--- config.mk ---
export PLATFORM = sky130hd
export DESIGN_NAME = sb_rx_endpoint
export DESIGN_NICKNAME = d
export VERILOG_FILES = /design/src/rtl/sbrx_pkg.sv /design/src/rtl/sbrx_capture.sv /design/src/rtl/sbrx_fsm.sv /design/src/rtl/sbrx_regs.sv /design/src/rtl/sb_rx_endpoint.sv
export SDC_FILE = /design/constraint.sdc
export NUM_CORES = 1
export LEC_CHECK = 0
export ABC_AREA = 1
export BUFFER_PORTS_ARGS = -buffer_cell sky130_fd_sc_hd__buf_2
export CAP_MARGIN = 10
export CORE_ASPECT_RATIO = 1.5
export CORE_MARGIN = 5
export CORE_UTILIZATION = 40
export CTS_CLUSTER_DIAMETER = 100
export DETAILED_ROUTE_END_ITERATION = 10
export PLACE_DENSITY_LB_ADDON = 0.1
export SETUP_SLACK_MARGIN = 0.15
export SYNTH_ARGS = -nofsm -noshare
export SYNTH_HDL_FRONTEND = slang
export SYNTH_HIERARCHICAL = 1
export SYNTH_SLANG_ARGS = --single-unit
--- constraint.sdc ---
create_clock -name clk -period 1.9 [get_ports clk]
set_clock_uncertainty 0.1 [all_clocks]
set_input_delay 0.19 -clock clk [delete_from_list [all_inputs] [get_ports clk]]
set_output_delay 0.19 -clock clk [all_outputs]
set_load 0.01 [all_outputs]
--- src/rtl/sbrx_pkg.sv ---
package sbrx_pkg;
    localparam int PID_W = 8;
    localparam int OPC_W = 8;
    localparam int BE_W  = 4;
    localparam int DW    = 32;
    localparam int UA_W  = 16;
    localparam int SAI_W = 16;
    localparam int RS_W  = 4;
    localparam int CST_W = 3;
    localparam int RA_W  = 4;

    localparam logic [RA_W-1:0] RG_ATTR   = 4'd0;
    localparam logic [RA_W-1:0] RG_ALO    = 4'd1;
    localparam logic [RA_W-1:0] RG_AHI    = 4'd2;
    localparam logic [RA_W-1:0] RG_EXT    = 4'd3;
    localparam logic [RA_W-1:0] RG_DATA   = 4'd4;
    localparam logic [RA_W-1:0] RG_CTRL   = 4'd5;
    localparam logic [RA_W-1:0] RG_RESP   = 4'd6;
    localparam logic [RA_W-1:0] RG_ACCESS = 4'd7;
    localparam logic [RA_W-1:0] RG_BOOT   = 4'd8;

    typedef enum logic [1:0] {
        K_NONE      = 2'b00,
        K_POSTED    = 2'b01,
        K_NONPOSTED = 2'b10,
        K_CPL       = 2'b11
    } kind_e;

    typedef enum logic [1:0] {
        ST_IDLE = 2'd0,
        ST_HELD = 2'd1,
        ST_SEND = 2'd2
    } ep_state_e;

    typedef struct packed {
        logic [PID_W-1:0] dst;
        logic [PID_W-1:0] src;
        logic [OPC_W-1:0] opc;
        logic [BE_W-1:0]  be;
        logic [DW-1:0]    addr_lo;
        logic [UA_W-1:0]  addr_hi;
        logic             alen;
        logic             ehp;
        logic [SAI_W-1:0] sai;
        logic [RS_W-1:0]  rs;
        logic [DW-1:0]    data;
        logic [1:0]       kind;
    } msg_t;
endpackage

--- src/rtl/sbrx_capture.sv ---
module sbrx_capture
    import sbrx_pkg::*;
(
    input  logic clk,
    input  logic rst_n,
    input  logic load,
    input  msg_t msg_in,
    output msg_t msg_q
);
    localparam int HALF = DW / 2;

    msg_t clean;

    // Fields that the flags mark invalid are stored as zero.
    always_comb begin
        clean = msg_in;
        if (!msg_in.alen) begin
            clean.addr_lo[DW-1:HALF] = '0;
            clean.addr_hi            = '0;
        end
        if (!msg_in.ehp) begin
            clean.sai = '0;
            clean.rs  = '0;
        end
    end

    always_ff @(posedge clk or negedge rst_n) begin
        if (!rst_n) begin
            msg_q <= '0;
        end else if (load) begin
            msg_q <= clean;
        end
    end


    held_fields_chk: assert property (@(posedge clk) disable iff (!rst_n)
        !load |=> $stable(msg_q));
endmodule

--- src/rtl/sbrx_fsm.sv ---
module sbrx_fsm
    import sbrx_pkg::*;
(
    input  logic      clk,
    input  logic      rst_n,
    input  logic      take,
    input  logic      consume,
    input  logic      is_np,
    input  logic      cpl_ready,
    output ep_state_e state,
    output logic      idle,
    output logic      held,
    output logic      cpl_valid
);
    ep_state_e state_q, state_d;

    always_ff @(posedge clk or negedge rst_n) begin
        if (!rst_n) state_q <= ST_IDLE;
        else        state_q <= state_d;
    end

    always_comb begin
        state_d = state_q;
        unique case (state_q)
            ST_IDLE: if (take)      state_d = ST_HELD;
            ST_HELD: if (consume)   state_d = is_np ? ST_SEND : ST_IDLE;
            ST_SEND: if (cpl_ready) state_d = ST_IDLE;
            default:                state_d = ST_IDLE;
        endcase
    end

    always_comb begin
        idle      = 1'b0;
        held      = 1'b0;
        cpl_valid = 1'b0;
        unique case (state_q)
            ST_IDLE: idle      = 1'b1;
            ST_HELD: held      = 1'b1;
            ST_SEND: cpl_valid = 1'b1;
            default: idle      = 1'b1;
        endcase
    end

    assign state = state_q;


    cpl_hold_chk: assert property (@(posedge clk) disable iff (!rst_n)
        cpl_valid && !cpl_ready |=> cpl_valid);

    cpl_np_only_chk: assert property (@(posedge clk) disable iff (!rst_n)
        held && consume && !is_np |=> !cpl_valid);

    idle_consume_chk: assert property (@(posedge clk) disable iff (!rst_n)
        idle && !take |=> !cpl_valid);
endmodule

--- src/rtl/sbrx_regs.sv ---
module sbrx_regs
    import sbrx_pkg::*;
(
    input  logic             clk,
    input  logic             rst_n,
    input  logic             we,
    input  logic [RA_W-1:0]  addr,
    input  logic [DW-1:0]    wdata,
    input  msg_t             msg_q,
    input  logic             received,
    input  logic             boot_pulse,
    output logic [DW-1:0]    rdata,
    output logic             mask,
    output logic             access_en,
    output logic             consume,
    output logic [CST_W-1:0] consume_sts,
    output logic             boot_sts
);
    localparam int RSV_ATTR = DW - 2*PID_W - OPC_W - BE_W;
    localparam int RSV_AHI  = DW - UA_W - 1;
    localparam int RSV_EXT  = DW - SAI_W - RS_W - 1;

    logic [CST_W-1:0] resp_sts;
    logic             wr_ctrl, wr_resp, wr_acc, wr_boot;

    assign wr_ctrl = we && (addr == RG_CTRL);
    assign wr_resp = we && (addr == RG_RESP);
    assign wr_acc  = we && (addr == RG_ACCESS);
    assign wr_boot = we && (addr == RG_BOOT);

    assign consume     = wr_resp && wdata[DW-1];
    assign consume_sts = wdata[CST_W-1:0];

    always_ff @(posedge clk or negedge rst_n) begin
        if (!rst_n) begin
            mask      <= 1'b0;
            access_en <= 1'b0;
            resp_sts  <= '0;
            boot_sts  <= 1'b0;
        end else begin
            if (wr_ctrl) mask      <= wdata[DW-2];
            if (wr_acc)  access_en <= wdata[0];
            if (wr_resp) resp_sts  <= wdata[CST_W-1:0];
            if (boot_pulse)                 boot_sts <= 1'b1;
            else if (wr_boot && wdata[0])   boot_sts <= 1'b0;
        end
    end

    always_comb begin
        rdata = '0;
        case (addr)
            RG_ATTR:   rdata = {{RSV_ATTR{1'b0}}, msg_q.be, msg_q.opc, msg_q.src, msg_q.dst};
            RG_ALO:    rdata = msg_q.addr_lo;
            RG_AHI:    rdata = {msg_q.alen, {RSV_AHI{1'b0}}, msg_q.addr_hi};
            RG_EXT:    rdata = {msg_q.ehp, {RSV_EXT{1'b0}}, msg_q.rs, msg_q.sai};
            RG_DATA:   rdata = msg_q.data;
            RG_CTRL:   rdata = {received, mask, {(DW-4){1'b0}}, msg_q.kind};
            RG_RESP:   rdata = {{(DW-CST_W){1'b0}}, resp_sts};
            RG_ACCESS: rdata = {{(DW-1){1'b0}}, access_en};
            RG_BOOT:   rdata = {{(DW-1){1'b0}}, boot_sts};
            default:   rdata = '0;
        endcase
    end


    boot_sticky_chk: assert property (@(posedge clk) disable iff (!rst_n)
        boot_pulse |=> boot_sts);
endmodule

--- src/rtl/sb_rx_endpoint.sv ---
module sb_rx_endpoint
    import sbrx_pkg::*;
#(
    parameter logic [7:0] OWN_PORT = 8'h5A
) (
    input  logic        clk,
    input  logic        rst_n,
    input  logic        in_valid,
    output logic        in_ready,
    input  logic [1:0]  in_kind,
    input  logic [7:0]  in_dst,
    input  logic [7:0]  in_src,
    input  logic [7:0]  in_opc,
    input  logic [3:0]  in_be,
    input  logic [31:0] in_addr_lo,
    input  logic [15:0] in_addr_hi,
    input  logic        in_alen,
    input  logic        in_ehp,
    input  logic [15:0] in_sai,
    input  logic [3:0]  in_rs,
    input  logic [31:0] in_data,
    input  logic        boot_pulse,
    output logic        cpl_valid,
    input  logic        cpl_ready,
    output logic [7:0]  cpl_dst,
    output logic [7:0]  cpl_src,
    output logic [2:0]  cpl_status,
    input  logic        reg_we,
    input  logic [3:0]  reg_addr,
    input  logic [31:0] reg_wdata,
    output logic [31:0] reg_rdata,
    output logic        irq
);
    msg_t             msg_in, msg_q;
    ep_state_e        state;
    logic             idle, held, take, consume, mask, access_en, boot_sts;
    logic [CST_W-1:0] consume_sts, cpl_sts_q;

    assign msg_in = '{dst: in_dst, src: in_src, opc: in_opc, be: in_be,
                      addr_lo: in_addr_lo, addr_hi: in_addr_hi, alen: in_alen,
                      ehp: in_ehp, sai: in_sai, rs: in_rs, data: in_data,
                      kind: in_kind};

    assign in_ready = idle && access_en;
    assign take     = in_valid && in_ready;

    sbrx_capture u_cap (
        .clk(clk), .rst_n(rst_n), .load(take), .msg_in(msg_in), .msg_q(msg_q)
    );

    sbrx_fsm u_fsm (
        .clk(clk), .rst_n(rst_n), .take(take), .consume(consume),
        .is_np(msg_q.kind == K_NONPOSTED), .cpl_ready(cpl_ready),
        .state(state), .idle(idle), .held(held), .cpl_valid(cpl_valid)
    );

    sbrx_regs u_regs (
        .clk(clk), .rst_n(rst_n), .we(reg_we), .addr(reg_addr), .wdata(reg_wdata),
        .msg_q(msg_q), .received(held), .boot_pulse(boot_pulse), .rdata(reg_rdata),
        .mask(mask), .access_en(access_en), .consume(consume),
        .consume_sts(consume_sts), .boot_sts(boot_sts)
    );

    always_ff @(posedge clk or negedge rst_n) begin
        if (!rst_n)               cpl_sts_q <= '0;
        else if (held && consume) cpl_sts_q <= consume_sts;
    end

    assign cpl_dst    = msg_q.src;
    assign cpl_src    = OWN_PORT;
    assign cpl_status = cpl_sts_q;
    assign irq        = (held && !mask) || boot_sts;


    ready_gate_chk: assert property (@(posedge clk) disable iff (!rst_n)
        in_ready |-> access_en && state == ST_IDLE);

    no_overwrite_chk: assert property (@(posedge clk) disable iff (!rst_n)
        held |-> !in_ready);

    cpl_stable_chk: assert property (@(posedge clk) disable iff (!rst_n)
        cpl_valid && !cpl_ready |=> $stable(cpl_dst) && $stable(cpl_status));

    irq_mask_chk: assert property (@(posedge clk) disable iff (!rst_n)
        held && !mask |-> irq);

    cpl_after_consume_chk: assert property (@(posedge clk) disable iff (!rst_n)
        $rose(cpl_valid) |-> $past(held) && $past(consume));
endmodule

==> impl_results.md <==
- Status: finished, final reports clean
- Final instance area: about 11,000 sq um
- CTS tree: done
- Largest net degree at the start of global routing: 62
- Tot GR Track Use: 23.9%
- XOR/XNOR Fraction of Synth Area: 0%
- Post-synth top flop: dfrtp_1
- Num Clock Sinks: ~140
- Fin. max-slew vios: 0
- Skew-Pair Late Insertion Delay: approximately 0.41 ns
- Largest fanout on the critical path: 3
- Starting DRT DRC Count: 390
- Peak VDD IR: roughly 0.73 mV
- Via Count: between 7,000 and 8,000
- Slew @ Worst Pin: a little under 0.8 ns
- Min-Delay Path Class: input pin to register
- Number of max-cap violations: 0
- Post-synth EDFFs: 0
- Ports: 228
- Nets: 1,438
- YS warnings: 6
- Share of post-route cells with drive strength above 1: around a quarter
- Setup CP Type: register to output port
- DRC: 0
- Seq/Total Area, Yosys: 51.1%
- DR vias/cell: roughly 4.8
- Vias in the first global route: approximately 7,300
- RSZ-0062 raised after global routing: true
- Worst Path Arrival: between 1 and 1.5 ns
- Fmax: around 570 MHz
- H-Tree Depth: 4
- Synth Area in Adders: less than 1%
- Share of flip-flops with an asynchronous set or reset: 100%
- Leak: around 6 nW
- Max clock buf depth: 2
- First-pass iteration count of the detailed router: 4
- Type of destination of the critical path: output port
- Post-Synthesis Cells: 915
- TNS Setup: 0 ns
- Synth-to-layout area growth: 54.3%
- Count of different cell masters after synthesis: 25
- Initial antenna violation count: 0
- Total CTS buffers: 17
- Multiplexer share of the synthesized area: 0%
- Number of I/O port buffers: 192
- Flops & latches, synth: approximately 140
- Slew Limit Headroom: 48.3%
- ANT nets after route: 0
- Wire per inst: 16.6 um
- First-pass GRT wire length: 38,300 um
- Initial Util: 40.5%
- Post-synthesis compound-gate area fraction: less than 1%
- Total core area: between 15,000 and 20,000 sq um
- Minimum period implied by the final worst setup slack: about 1.8 ns
- Critical path launch point type: register
- Die X: 118 um
- Fill count: approximately 1,600
- Total grt overflow: 0
- Fin. Hold Viols: 0
- Placed Area: between 8000 and 9000 sq um
- GPL Wtd Cong: between 0.8 and 0.9
- Die Span Y: about 170 um
- Setup violators final: 0
- Die footprint: 20,300 sq um
- Final HPWL DP: 14,700 um
- Row count: around 60
- Power Density: ~1200 nW/um^2
- Netlist Area Pre-Place: 7000 sq um
- Routed WL: around 25,000 um
- Worst path required time: 1.61 ns
- Fin crit share: between 90% and 100%
- Root Driver: clkbuf_16
- Main combinational cell family by area after synthesis: simple AND/OR/NAND/NOR gates
- Post-synthesis simple-gate area fraction: between 30% and 40%
- Reg clk slew, reported paths: ~0.06 ns
- Mean Syn Cell Area: between 7 and 8 sq um
[cell usage in the layout (no fill, tap or decap)]
| cell type | count |
|---|---|
| o21ai_1 | 2 |
| nor2_1 | 23 |
| buf_2 | 189 |
| inv_2 | 5 |
| buf_6 | 8 |
| clkinvlp_4 | 2 |
| nand4_1 | 7 |
| clkbuf_8 | 2 |
| dlygate4sd3_1 | 138 |
| nor3_1 | 1 |
| ha_4 | 2 |
| inv_1 | 25 |
| nand2_1 | 496 |
| nand2_2 | 21 |
| conb_1 | 8 |
| buf_12 | 10 |
| o21ai_0 | 2 |
| nand3_2 | 12 |
| inv_6 | 3 |
| nand2_4 | 1 |
| ha_1 | 3 |
| inv_4 | 2 |
| bufinv_16 | 3 |
| a21o_1 | 1 |
| nand3b_1 | 1 |
| nand3_1 | 94 |
| nor2_4 | 8 |
| clkbuf_1 | 1 |
| nand3_4 | 1 |
| clkinv_2 | 2 |
| a22o_1 | 2 |
| buf_16 | 10 |
| buf_4 | 16 |
| nor2_2 | 1 |
| clkinv_4 | 3 |
| o21bai_4 | 1 |
| dfrtp_1 | 143 |
| clkbuf_16 | 23 |
| diode_2 | 2 |
[where the power goes]
group	internal [mW]	switching (mW)	leakage (nW)
clock	2.14	1.32	0.297
sequential	4.46	0.824	1.82
combinational	1.93	2.20	3.75
total	8.54	4.34	5.86
[final timing paths]
| path | start | endpoint | slack, ns | cells after the start |
|---|---|---|---|---|
| max in group asynchronous | rst_n | u_cap/msg_q[109]$_DFFE_PN0P_ | 0.91 | 3 |
| setup reg to reg | u_fsm/state[0]$_DFFE_PN0P_ | u_fsm/state[0]$_DFFE_PN0P_ | 0.15 | 13 |
| setup / recovery | u_fsm/state[0]$_DFFE_PN0P_ | reg_rdata[31] | 0.14 | 6 |
| hold reg to reg | cpl_status[2]$_DFFE_PN0P_ | cpl_status[2]$_DFFE_PN0P_ | 0.36 | 2 |
| min in group asynchronous | rst_n | u_cap/msg_q[43]$_DFFE_PN0P_ | 0.19 | 2 |
| hold / removal | cpl_ready | u_fsm/state[1]$_DFFE_PN0P_ | 0.1 | 6 |
[worst max-delay path, cell delays in order, from the launching register on]
cell and delay, ns:
dfrtp_1 0.40, buf_6 0.12, buf_6 0.11, ha_4 0.17, nand2_2 0.06, nand2_1 0.05, buf_2 0.14
[registers in the layout (all words and copies together), names as in the netlist]
signal            count
u_cap/msg_q         132
cpl_status            3
u_regs/resp_sts       3
u_fsm/state           2
u_regs/access_en      1
u_regs/boot_sts       1
u_regs/mask           1
[cells by family (layout without fill, tap and decap cells)]
kind of cell | after synthesis | after routing
AO/OA/AOI/OAI | 8 | 8
adder cells (fa/ha/maj) | 5 | 5
buffers and inverters | 91 | 442
flip-flops | 143 | 143
other | 2 | 10
AND/OR/NAND/NOR | 666 | 666
[area by class of cell]
cell class | count | area, sq um | share of cell area (%)
inverter | 33 | 134 | 1.24
antenna | 2 | 5.00 | 0.0464
timing repair buffer | 377 | 3160 | 29.3
multi-input combinational | 687 | 3030 | 28.1
sequential | 143 | 3580 | 33.1
clock inverter | 12 | 159 | 1.47
clock buffer | 20 | 457 | 4.23
tap | 213 | 267 | 2.47
[timing repair]
action | CTS | global route
gates cloned | 6 | 6
buffers inserted | 7 | 3
pin swaps | 4 | 18
hold buffers | 138 | 0
setup endpoints to repair | 137 | 144
resized for setup | 22 | 25
endpoints found under the hold margin | 185 | 0
[routing by layer]
metal  vias to the layer above  track usage (%)  wire, um
met3                        29             5.17      1170
met5                         -                0         0
met4                         0             8.28       402
met2                       197             43.6     13500
li1                       3507                -         -
met1                      3337             27.9      9600
[cells in the mapped netlist, types with 3 or more instances]
master    number  share of area [%]
nand2_1      500                 27
dfrtp_1      143                 51
nand3_1      104                7.4
inv_1         29                1.6
buf_2         27                1.9
nor2_1        25                1.3
nand2_2       18                1.6
buf_4         15                1.6
buf_6         13                2.1
nand4_1        7               0.63
ha_1           5               0.89
nor2_4         5               0.80
clkbuf_1       3               0.16
nand3_2        3               0.43
[per-stage QoR]
stage	worst slack, ns	hold slack [ns]	power [mW]	util, %	cells
after detailed placement	0.0294	0.0746	8.42	47.4	1293
after global routing	0.0446	0.0862	13.8	62.5	1485
after CTS	0.113	0.0729	12.6	60.8	1476
final	0.143	0.0981	12.9	62.5	1487
after global placement	0.0618	0.0769	8.32	47.4	1293
after floorplan	0.185	-0.206	7.32	-	921
No activity file was read; power rests on OpenSTA's default activity.
